## src/rtl/seqlink_pkg.sv

```systemverilog
package seqlink_pkg;
    localparam int REG_W  = 32;
    localparam int ADDR_W = 5;
    localparam int CTL_W  = 5;
    localparam int STAT_W = 5;

    localparam int CTL_LOOP  = 0;
    localparam int CTL_CLR   = 1;
    localparam int CTL_SWSEQ = 2;
    localparam int CTL_STRIP = 3;
    localparam int CTL_ECHO  = 4;

    localparam logic [ADDR_W-1:0] OFS_STAT  = 5'h00;
    localparam logic [ADDR_W-1:0] OFS_MODE  = 5'h04;
    localparam logic [ADDR_W-1:0] OFS_INLO  = 5'h08;
    localparam logic [ADDR_W-1:0] OFS_INHI  = 5'h0C;
    localparam logic [ADDR_W-1:0] OFS_OUTHI = 5'h18;
    localparam logic [ADDR_W-1:0] OFS_OUTLO = 5'h1C;

    typedef enum logic [1:0] {
        TX_IDLE = 2'd0,
        TX_PASS = 2'd1,
        TX_BODY = 2'd2,
        TX_SEQ  = 2'd3
    } tx_state_e;

    typedef enum logic [1:0] {
        RX_IDLE = 2'd0,
        RX_PASS = 2'd1,
        RX_HOLD = 2'd2
    } rx_state_e;
endpackage

```

## src/rtl/seqlink_frame_ctr.sv

```systemverilog
module seqlink_frame_ctr #(
    parameter int CNT_W = 64
) (
    input  logic             clk,
    input  logic             rst_n,
    input  logic             clr,
    input  logic             inc,
    output logic [CNT_W-1:0] cnt
);
    always_ff @(posedge clk or negedge rst_n) begin
        if (!rst_n) begin
            cnt <= '0;
        end else if (clr) begin
            cnt <= '0;
        end else if (inc) begin
            cnt <= cnt + {{(CNT_W-1){1'b0}}, 1'b1};
        end
    end
endmodule

```

## src/rtl/seqlink_regs.sv

```systemverilog
module seqlink_regs
    import seqlink_pkg::*;
#(
    parameter int NUM_CTR = 2
) (
    input  logic                clk,
    input  logic                rst_n,
    input  logic [ADDR_W-1:0]   reg_addr,
    input  logic                reg_wr,
    input  logic [CTL_W-1:0]    reg_wdata,
    output logic [REG_W-1:0]    reg_rdata,
    input  logic [STAT_W-1:0]   flags,
    input  logic [NUM_CTR-1:0]  done,
    output logic [CTL_W-1:0]    mode,
    output logic [2*REG_W-1:0]  cnt [NUM_CTR]
);
    localparam int CNT_W = 2 * REG_W;

    always_ff @(posedge clk or negedge rst_n) begin
        if (!rst_n) begin
            mode <= '0;
        end else if (reg_wr && reg_addr == OFS_MODE) begin
            mode <= reg_wdata;
        end
    end

    // index 0: incoming frames, index 1: outgoing frames
    for (genvar g = 0; g < NUM_CTR; g++) begin : g_ctr
        seqlink_frame_ctr #(.CNT_W(CNT_W)) u_ctr (
            .clk   (clk),
            .rst_n (rst_n),
            .clr   (mode[CTL_CLR]),
            .inc   (done[g]),
            .cnt   (cnt[g])
        );
    end

    always_comb begin
        case (reg_addr)
            OFS_STAT:  reg_rdata = {{(REG_W-STAT_W){1'b0}}, flags};
            OFS_MODE:  reg_rdata = {{(REG_W-CTL_W){1'b0}}, mode};
            OFS_INLO:  reg_rdata = cnt[0][REG_W-1:0];
            OFS_INHI:  reg_rdata = cnt[0][CNT_W-1:REG_W];
            OFS_OUTHI: reg_rdata = cnt[1][CNT_W-1:REG_W];
            OFS_OUTLO: reg_rdata = cnt[1][REG_W-1:0];
            default:   reg_rdata = '0;
        endcase
    end
endmodule

```

## src/rtl/seqlink_tx.sv

```systemverilog
module seqlink_tx
    import seqlink_pkg::*;
#(
    parameter int DATA_W = 32
) (
    input  logic              clk,
    input  logic              rst_n,
    input  logic              bypass,
    input  logic              echo,
    input  logic [DATA_W-1:0] echo_seq,
    input  logic [DATA_W-1:0] s_tdata,
    input  logic              s_tvalid,
    input  logic              s_tlast,
    output logic              s_tready,
    output logic [DATA_W-1:0] m_tdata,
    output logic              m_tvalid,
    output logic              m_tlast,
    input  logic              m_tready
);
    tx_state_e         state_q, state_nx;
    logic [DATA_W-1:0] seq_cnt_q;
    logic [DATA_W-1:0] seq_word_q;
    logic              s_fire;

    assign s_fire = s_tvalid && s_tready;

    always_comb begin
        state_nx = state_q;
        unique case (state_q)
            TX_IDLE: begin
                if (s_fire) begin
                    if (bypass) begin
                        state_nx = s_tlast ? TX_IDLE : TX_PASS;
                    end else begin
                        state_nx = s_tlast ? TX_SEQ : TX_BODY;
                    end
                end
            end
            TX_PASS: if (s_fire && s_tlast) state_nx = TX_IDLE;
            TX_BODY: if (s_fire && s_tlast) state_nx = TX_SEQ;
            TX_SEQ:  if (m_tready) state_nx = TX_IDLE;
            default: state_nx = TX_IDLE;
        endcase
    end

    always_comb begin
        m_tdata  = s_tdata;
        m_tvalid = s_tvalid;
        m_tlast  = 1'b0;
        s_tready = m_tready;
        unique case (state_q)
            TX_IDLE: m_tlast = bypass && s_tlast;
            TX_PASS: m_tlast = s_tlast;
            TX_BODY: m_tlast = 1'b0;
            TX_SEQ: begin
                m_tdata  = seq_word_q;
                m_tvalid = 1'b1;
                m_tlast  = 1'b1;
                s_tready = 1'b0;
            end
            default: m_tlast = 1'b0;
        endcase
    end

    always_ff @(posedge clk or negedge rst_n) begin
        if (!rst_n) begin
            state_q    <= TX_IDLE;
            seq_cnt_q  <= '0;
            seq_word_q <= '0;
        end else begin
            state_q <= state_nx;
            if (state_q != TX_SEQ && state_nx == TX_SEQ) begin
                seq_word_q <= echo ? echo_seq : seq_cnt_q;
            end
            if (state_q == TX_SEQ && m_tready) begin
                seq_cnt_q <= seq_cnt_q + {{(DATA_W-1){1'b0}}, 1'b1};
            end
        end
    end
endmodule

```

## src/rtl/seqlink_rx.sv

```systemverilog
module seqlink_rx
    import seqlink_pkg::*;
#(
    parameter int DATA_W = 32
) (
    input  logic              clk,
    input  logic              rst_n,
    input  logic              bypass,
    input  logic              strip,
    output logic [DATA_W-1:0] last_seq,
    input  logic [DATA_W-1:0] s_tdata,
    input  logic              s_tvalid,
    input  logic              s_tlast,
    output logic              s_tready,
    output logic [DATA_W-1:0] m_tdata,
    output logic              m_tvalid,
    output logic              m_tlast,
    input  logic              m_tready
);
    rx_state_e         state_q, state_nx;
    logic [DATA_W-1:0] skid_q;
    logic              hw_q;
    logic              strip_now;
    logic              frame_hw;
    logic              s_fire;

    assign strip_now = strip && !bypass;
    assign s_fire    = s_tvalid && s_tready;
    assign frame_hw  = (state_q == RX_IDLE) ? !bypass : hw_q;

    always_comb begin
        state_nx = state_q;
        unique case (state_q)
            RX_IDLE: begin
                if (s_fire && !s_tlast) begin
                    state_nx = strip_now ? RX_HOLD : RX_PASS;
                end
            end
            RX_PASS: if (s_fire && s_tlast) state_nx = RX_IDLE;
            RX_HOLD: if (s_fire && s_tlast) state_nx = RX_IDLE;
            default: state_nx = RX_IDLE;
        endcase
    end

    always_comb begin
        m_tdata  = s_tdata;
        m_tvalid = s_tvalid;
        m_tlast  = s_tlast;
        s_tready = m_tready;
        unique case (state_q)
            RX_IDLE: begin
                if (strip_now) begin
                    m_tvalid = 1'b0;
                    m_tlast  = 1'b0;
                    s_tready = 1'b1;
                end
            end
            RX_PASS: m_tdata = s_tdata;
            RX_HOLD: m_tdata = skid_q;
            default: m_tvalid = 1'b0;
        endcase
    end

    always_ff @(posedge clk or negedge rst_n) begin
        if (!rst_n) begin
            state_q  <= RX_IDLE;
            skid_q   <= '0;
            hw_q     <= 1'b0;
            last_seq <= '0;
        end else begin
            state_q <= state_nx;
            if (s_fire && (state_q == RX_HOLD || (state_q == RX_IDLE && strip_now))) begin
                skid_q <= s_tdata;
            end
            if (s_fire && state_q == RX_IDLE) begin
                hw_q <= !bypass;
            end
            if (s_fire && s_tlast && frame_hw) begin
                last_seq <= s_tdata;
            end
        end
    end
endmodule

```

## src/rtl/seqlink_wrap.sv

```systemverilog
module seqlink_wrap
    import seqlink_pkg::*;
#(
    parameter int DATA_W = 32
) (
    input  logic              clk,
    input  logic              rst_n,
    input  logic [DATA_W-1:0] h_tx_tdata,
    input  logic              h_tx_tvalid,
    input  logic              h_tx_tlast,
    output logic              h_tx_tready,
    output logic [DATA_W-1:0] l_tx_tdata,
    output logic              l_tx_tvalid,
    output logic              l_tx_tlast,
    input  logic              l_tx_tready,
    input  logic [DATA_W-1:0] l_rx_tdata,
    input  logic              l_rx_tvalid,
    input  logic              l_rx_tlast,
    output logic              l_rx_tready,
    output logic [DATA_W-1:0] h_rx_tdata,
    output logic              h_rx_tvalid,
    output logic              h_rx_tlast,
    input  logic              h_rx_tready,
    input  logic              st_chan_up,
    input  logic              st_lane_up,
    input  logic              st_hard_err,
    input  logic              st_soft_err,
    input  logic              st_frame_err,
    input  logic [ADDR_W-1:0] reg_addr,
    input  logic              reg_wr,
    input  logic [CTL_W-1:0]  reg_wdata,
    output logic [REG_W-1:0]  reg_rdata
);
    localparam int CNT_W = 2 * REG_W;

    logic [CTL_W-1:0]  mode_q;
    logic [CNT_W-1:0]  cnt_v [2];
    logic [CNT_W-1:0]  in_cnt, out_cnt;
    logic [DATA_W-1:0] echo_seq;
    logic              loop_on;
    logic              in_done, out_done;

    logic [DATA_W-1:0] tx_tdata;
    logic              tx_tvalid, tx_tlast, tx_tready;
    logic [DATA_W-1:0] rx_tdata;
    logic              rx_tvalid, rx_tlast, rx_tready;

    assign loop_on = mode_q[CTL_LOOP];
    assign in_cnt  = cnt_v[0];
    assign out_cnt = cnt_v[1];

    seqlink_regs u_regs (
        .clk       (clk),
        .rst_n     (rst_n),
        .reg_addr  (reg_addr),
        .reg_wr    (reg_wr),
        .reg_wdata (reg_wdata),
        .reg_rdata (reg_rdata),
        .flags     ({st_frame_err, st_soft_err, st_hard_err, st_lane_up, st_chan_up}),
        .done      ({out_done, in_done}),
        .mode      (mode_q),
        .cnt       (cnt_v)
    );

    seqlink_tx #(.DATA_W(DATA_W)) u_tx (
        .clk      (clk),
        .rst_n    (rst_n),
        .bypass   (mode_q[CTL_SWSEQ]),
        .echo     (mode_q[CTL_ECHO]),
        .echo_seq (echo_seq),
        .s_tdata  (h_tx_tdata),
        .s_tvalid (h_tx_tvalid),
        .s_tlast  (h_tx_tlast),
        .s_tready (h_tx_tready),
        .m_tdata  (tx_tdata),
        .m_tvalid (tx_tvalid),
        .m_tlast  (tx_tlast),
        .m_tready (tx_tready)
    );

    // loopback routing between the two paths
    assign tx_tready   = loop_on ? rx_tready : l_tx_tready;
    assign l_tx_tdata  = tx_tdata;
    assign l_tx_tlast  = tx_tlast;
    assign l_tx_tvalid = tx_tvalid && !loop_on;

    assign rx_tdata    = loop_on ? tx_tdata  : l_rx_tdata;
    assign rx_tvalid   = loop_on ? tx_tvalid : l_rx_tvalid;
    assign rx_tlast    = loop_on ? tx_tlast  : l_rx_tlast;
    assign l_rx_tready = rx_tready && !loop_on;

    assign in_done  = rx_tvalid && rx_tready && rx_tlast;
    assign out_done = tx_tvalid && tx_tready && tx_tlast;

    seqlink_rx #(.DATA_W(DATA_W)) u_rx (
        .clk      (clk),
        .rst_n    (rst_n),
        .bypass   (mode_q[CTL_SWSEQ]),
        .strip    (mode_q[CTL_STRIP]),
        .last_seq (echo_seq),
        .s_tdata  (rx_tdata),
        .s_tvalid (rx_tvalid),
        .s_tlast  (rx_tlast),
        .s_tready (rx_tready),
        .m_tdata  (h_rx_tdata),
        .m_tvalid (h_rx_tvalid),
        .m_tlast  (h_rx_tlast),
        .m_tready (h_rx_tready)
    );
endmodule

```

## config.mk

```make
export PLATFORM = sky130hd
export DESIGN_NAME = seqlink_wrap
export DESIGN_NICKNAME = d
export VERILOG_FILES = /design/src/rtl/seqlink_pkg.sv /design/src/rtl/seqlink_frame_ctr.sv /design/src/rtl/seqlink_regs.sv /design/src/rtl/seqlink_tx.sv /design/src/rtl/seqlink_rx.sv /design/src/rtl/seqlink_wrap.sv
export SDC_FILE = /design/constraint.sdc
export NUM_CORES = 1
export LEC_CHECK = 0
export BUFFER_PORTS_ARGS = -buffer_cell sky130_fd_sc_hd__buf_2
export CAP_MARGIN = 20
export CORE_MARGIN = 10
export CORE_UTILIZATION = 55
export DETAILED_ROUTE_END_ITERATION = 10
export PLACE_DENSITY = 0.83
export SLEW_MARGIN = 20
export SYNTH_ARGS = -nofsm -noshare
export SYNTH_HDL_FRONTEND = slang
export SYNTH_HIERARCHICAL = 1
export SYNTH_SLANG_ARGS = --single-unit
```

## constraint.sdc

```tcl
create_clock -name clk -period 4.4 [get_ports clk]
set_input_delay 0.22 -clock clk [delete_from_list [all_inputs] [get_ports clk]]
set_output_delay 0.22 -clock clk [all_outputs]
set_load 0.01 [all_outputs]
```

==> Implementation_results.wiki <==
{| class="wikitable"
! Metric !! Value
|-
| Most area-hungry cell type in the Yosys netlist || sky130_fd_sc_hd__dfrtp_1
|-
| Average cell area after synthesis || approximately 11 um^2
|-
| Die height || 188 um
|-
| Path type of the worst setup path || reg -> reg
|-
| Synth top area share || a little over two fifths
|-
| Hold Fails Final Rpt || 0
|-
| Dominant combinational cell family by area after synthesis || multiplexers
|-
| Area overhead of the layout relative to synthesis || 14.5%
|-
| Crit. End Element || flip-flop
|-
| DRT Pass-1 Iters || 6
|-
| Maximum fanout count along the critical path || 12
|-
| IO Count || 190
|-
| Die footprint || 0.0353 mm^2
|-
| Cell types occupying the most area after synthesis || sky130_fd_sc_hd__dfrtp_1 (43%), sky130_fd_sc_hd__mux2_2 (13%), sky130_fd_sc_hd__mux4_2 (4.2%)
|-
| Final worst path period need || 3.91 ns
|-
| Drt total wl || around 42,000 um
|-
| Setup total negative slack || 0 ns
|-
| Number of clock sinks seen by CTS || around 270
|-
| Via count of the first global-routing pass || 12.6k
|-
| Most common flop cell mapped by yosys || sky130_fd_sc_hd__dfrtp_1
|-
| Die width || 188 um
|-
| Mapped Area || ~0.015 mm^2
|-
| CTS H-tree depth || 1
|-
| Initial core utilization || a little under three fifths
|-
| Final setup viols || 0
|-
| Initial detailed-routing violation count || approximately 1.6k
|-
| Number of port buffers || 189
|-
| VDD IR max || between 0.2 and 0.3 mV
|-
| Final antenna-violating net count || 0
|-
| Upper clock frequency limit || roughly 260 MHz
|-
| Number of synthesized flops with an enable pin || 0
|-
| Pin count of the biggest net entering global routing || 120
|-
| Global routing usage on met1 || 29.0%
|-
| Number of distinct library cells after synthesis || 64
|-
| Fraction of final layout cells with drive strength greater than 1 || 33.9%
|-
| Gate count after technology mapping || 1,416
|-
| Pwr/cell area || around 450 mW/mm^2
|-
| Routability-driven placement congestion ratio || 0.956
|-
| Flip-flop and latch count after synthesis || 266
|-
| Ys Warns || 6
|-
| Filler cells || about 2.1k
|-
| Met3 global-route usage || 4.68%
|-
| Slew margin rel. || 28.9%
|-
| Total leakage power || between 7 and 8 nW
|-
| Clock skew after layout || roughly 0.017 ns
|-
| Share of flip-flops with an asynchronous set or reset || 100%
|-
| Std cell rows || approximately 60
|-
| Global-route total usage across every layer || 23.0%
|-
| CTS Buffer Depth || 3
|-
| Startpoint type of the worst setup path || flip-flop
|-
| TritonCTS Buffers || 29
|-
| Post-synthesis net count || 1,511
|-
| Number of setup buffers added after CTS || 0
|-
| Half-perimeter wire length after placement || 30,000 um
|-
| Antenna violations before repair || 3
|-
| Post-synthesis sequential area ratio || 42.9%
|-
| Insertion delay of the later-clocked pin in the worst-skew pair || 0.54 ns
|-
| Clk Tree Root Cell || sky130_fd_sc_hd__clkbuf_16
|-
| Compound-cell area share of the yosys netlist || 5.51%
|-
| Average wire per cell in the routed design || 21.2 um
|-
| Crit path DAT || 4.36 ns
|-
| Synthesized-area fraction occupied by adder cells || 0.565%
|-
| Core area || 0.0278 mm^2
|-
| Required time of the worst setup path || 4.85 ns
|-
| Status || finished clean
|-
| Final Worst Setup Slack || a little under 0.5 ns
|-
| Global-route wire length before repair || 67,900 um
|-
| Nets || approximately 1.7k
|-
| CTS tree || yes
|-
| Number of remaining DRC errors || 0
|-
| Worst slack at placement || just under 0.6 ns
|-
| Multiplexer share of the synthesized area || 22.5%
|-
| GR Overflow Total || 0
|-
| Simple-gate share of the synthesized area || 19.7%
|-
| Met2 GRT Util || 38.9%
|-
| Clock-pin slew on the worst setup and hold paths || 0.06 ns
|-
| Final core utilization || 63.9%
|-
| Max-cap violation count || 0
|-
| Actual transition at the worst max-transition pin || approximately 1.1 ns
|-
| XOR/XNOR Fraction of Synth Area || approximately 5.7%
|-
| Average vias per placed instance || 6.26
|-
| Most congested layer reported by global routing || met2
|-
| Slew Viols, Final || 0
|-
| Setup repair after global routing missed its margin || false
|-
| Class of the most critical hold timing path || in -> reg
|-
| Via count || 12.4k
|-
| Final cycle utilization of the critical path || 88.9%
|}
-- cells in the mapped netlist, types with 4 or more instances --
library cell / number
sky130_fd_sc_hd__mux2i_1: 12
sky130_fd_sc_hd__dfrtp_1: 266
sky130_fd_sc_hd__ha_1: 7
sky130_fd_sc_hd__o31ai_1: 9
sky130_fd_sc_hd__buf_4: 6
sky130_fd_sc_hd__mux2_1: 13
sky130_fd_sc_hd__clkbuf_1: 36
sky130_fd_sc_hd__and3_1: 12
sky130_fd_sc_hd__buf_6: 9
sky130_fd_sc_hd__or4_1: 15
sky130_fd_sc_hd__nand4b_1: 8
sky130_fd_sc_hd__and2_1: 12
sky130_fd_sc_hd__nand2b_1: 6
sky130_fd_sc_hd__xor2_1: 48
sky130_fd_sc_hd__mux4_2: 29
sky130_fd_sc_hd__or3_1: 40
sky130_fd_sc_hd__nand4_1: 70
sky130_fd_sc_hd__nor4_1: 19
sky130_fd_sc_hd__nor4_4: 4
sky130_fd_sc_hd__nor2_1: 99
sky130_fd_sc_hd__nand2_1: 76
sky130_fd_sc_hd__a21oi_1: 59
sky130_fd_sc_hd__or3_2: 4
sky130_fd_sc_hd__nor2b_1: 24
sky130_fd_sc_hd__buf_2: 13
sky130_fd_sc_hd__nor4_2: 6
sky130_fd_sc_hd__nor3_1: 35
sky130_fd_sc_hd__inv_1: 33
sky130_fd_sc_hd__mux2_4: 36
sky130_fd_sc_hd__nand3_1: 51
sky130_fd_sc_hd__mux2_2: 180
sky130_fd_sc_hd__or3_4: 4
sky130_fd_sc_hd__and4_2: 4
sky130_fd_sc_hd__o21ai_0: 48
sky130_fd_sc_hd__xnor2_1: 53
sky130_fd_sc_hd__and4_1: 13
sky130_fd_sc_hd__and2b_1: 8
sky130_fd_sc_hd__o21ba_2: 4
-- routing by layer --
layer | routed length [um] | part of all wire [%] | vias to the layer above
met3 | 3160 | 7.5 | 97
li1 | - | - | 5550
met1 | 17000 | 40 | 6227
met2 | 20600 | 49 | 571
met5 | 27 | 0.064 | -
met4 | 1300 | 3.1 | 4
-- sequential cells by signal, indices dropped and copies added (netlist names) --
| signal | count |
|---|---|
| u_tx/seq_cnt_q | 32 |
| u_rx/hw_q | 1 |
| u_tx/state_q | 2 |
| u_rx/last_seq | 32 |
| u_tx/seq_word_q | 32 |
| u_rx/skid_q | 32 |
| u_regs/mode | 5 |
| u_rx/state_q | 2 |
| u_regs/g_ctr.u_ctr/cnt | 128 |
-- worst paths after layout --
path,to,slack [ns],cells after the start,startpoint
worst min-delay path,u_rx/state_q[0],0.03,3,h_rx_tready
worst max-delay path,u_regs/g_ctr[0].u_ctr/cnt[56],0.49,11,u_rx/state_q[0]
min in group asynchronous,u_rx/last_seq[23],0.36,2,rst_n
worst max register to register,u_regs/g_ctr[0].u_ctr/cnt[56],0.49,11,u_rx/state_q[0]
max in group asynchronous,u_rx/last_seq[29],2.78,3,rst_n
worst min register to register,u_tx/seq_word_q[26],0.50,1,u_tx/seq_word_q[26]
-- what timing repair did --
item | in CTS | in global routing
resized for setup | 0 | 0
endpoints found under the setup margin | 0 | 0
endpoints found under the hold margin | 122 | 0
hold buffers | 6 | 0
-- critical path, cell delays in order (launching register included) --
cell,delay (ns)
sky130_fd_sc_hd__dfrtp_1,0.42
sky130_fd_sc_hd__inv_1,0.10
sky130_fd_sc_hd__ha_1,0.29
sky130_fd_sc_hd__nand3b_1,0.17
sky130_fd_sc_hd__nand2_1,0.15
sky130_fd_sc_hd__nand2_2,0.08
sky130_fd_sc_hd__o21ai_1,0.51
sky130_fd_sc_hd__o2111ai_2,0.32
sky130_fd_sc_hd__nor4_1,0.53
sky130_fd_sc_hd__nand4_1,0.46
sky130_fd_sc_hd__or4_1,0.63
sky130_fd_sc_hd__a21oi_1,0.15
-- cell usage in the layout, fill, tap and decap left out, drive strengths merged, types with 6 or more instances in the layout --
cell type and instances:
nand4 73, nor2b 24, and4 17, o21ai 50, dlygate4sd3 6, and2 12, o31ai 9, xnor2 53
nand2 77, nand2b 6, mux2 229, xor2 48, or4 17, clkinv 13, and2b 8, and3 12
mux4 29, mux2i 12, clkbuf 33, nor4 29, or3 48, nand4b 8, dfrtp 266, nor2 100
nand3 51, buf 202, a21oi 59, inv 33, nor3 35, ha 7
-- metrics by stage --
stage               cells  instance area (um^2)  power, W  hold slack, ns
floorplan            1416                 15500   0.00484         -0.0756
global route         1988                 17700   0.00836          0.0562
detailed placement   1929                 16700   0.00554           0.373
global placement     1929                 16700   0.00543           0.361
finish               1988                 17700   0.00801          0.0335
CTS                  1987                 17700   0.00803          0.0191
-- report_power, final --
group	total [W]	internal, W	switching [W]
registers	0.00325	0.00289	0.000362
logic	0.00230	0.00121	0.00109
clock network	0.00246	0.00145	0.00101
-- kinds of logic (layout without fill, tap and decap cells) --
kind of cell / count (synthesis) / count (layout)
and+or+nand+nor: 530 / 530
muxes: 270 / 270
DFF: 266 / 266
AOI/OAI and AO/OA: 142 / 142
xor gates and xnor gates: 101 / 101
buffers and inverters: 100 / 293
adders and majority gates: 7 / 7
other: 0 / 1
-- area by class of cell --
cell class / count / area (um^2) / area share, %
timing repair buffer: 208 / 1130 / 6.35
tap: 378 / 473 / 2.67
multi-input combinational: 1050 / 8390 / 47.3
clock inverter: 19 / 193 / 1.09
inverter: 33 / 124 / 0.698
antenna: 1 / 2.50 / 0.0141
clock buffer: 33 / 781 / 4.40
sequential: 266 / 6660 / 37.5
Note: power is estimated with default switching activity, not from simulation.
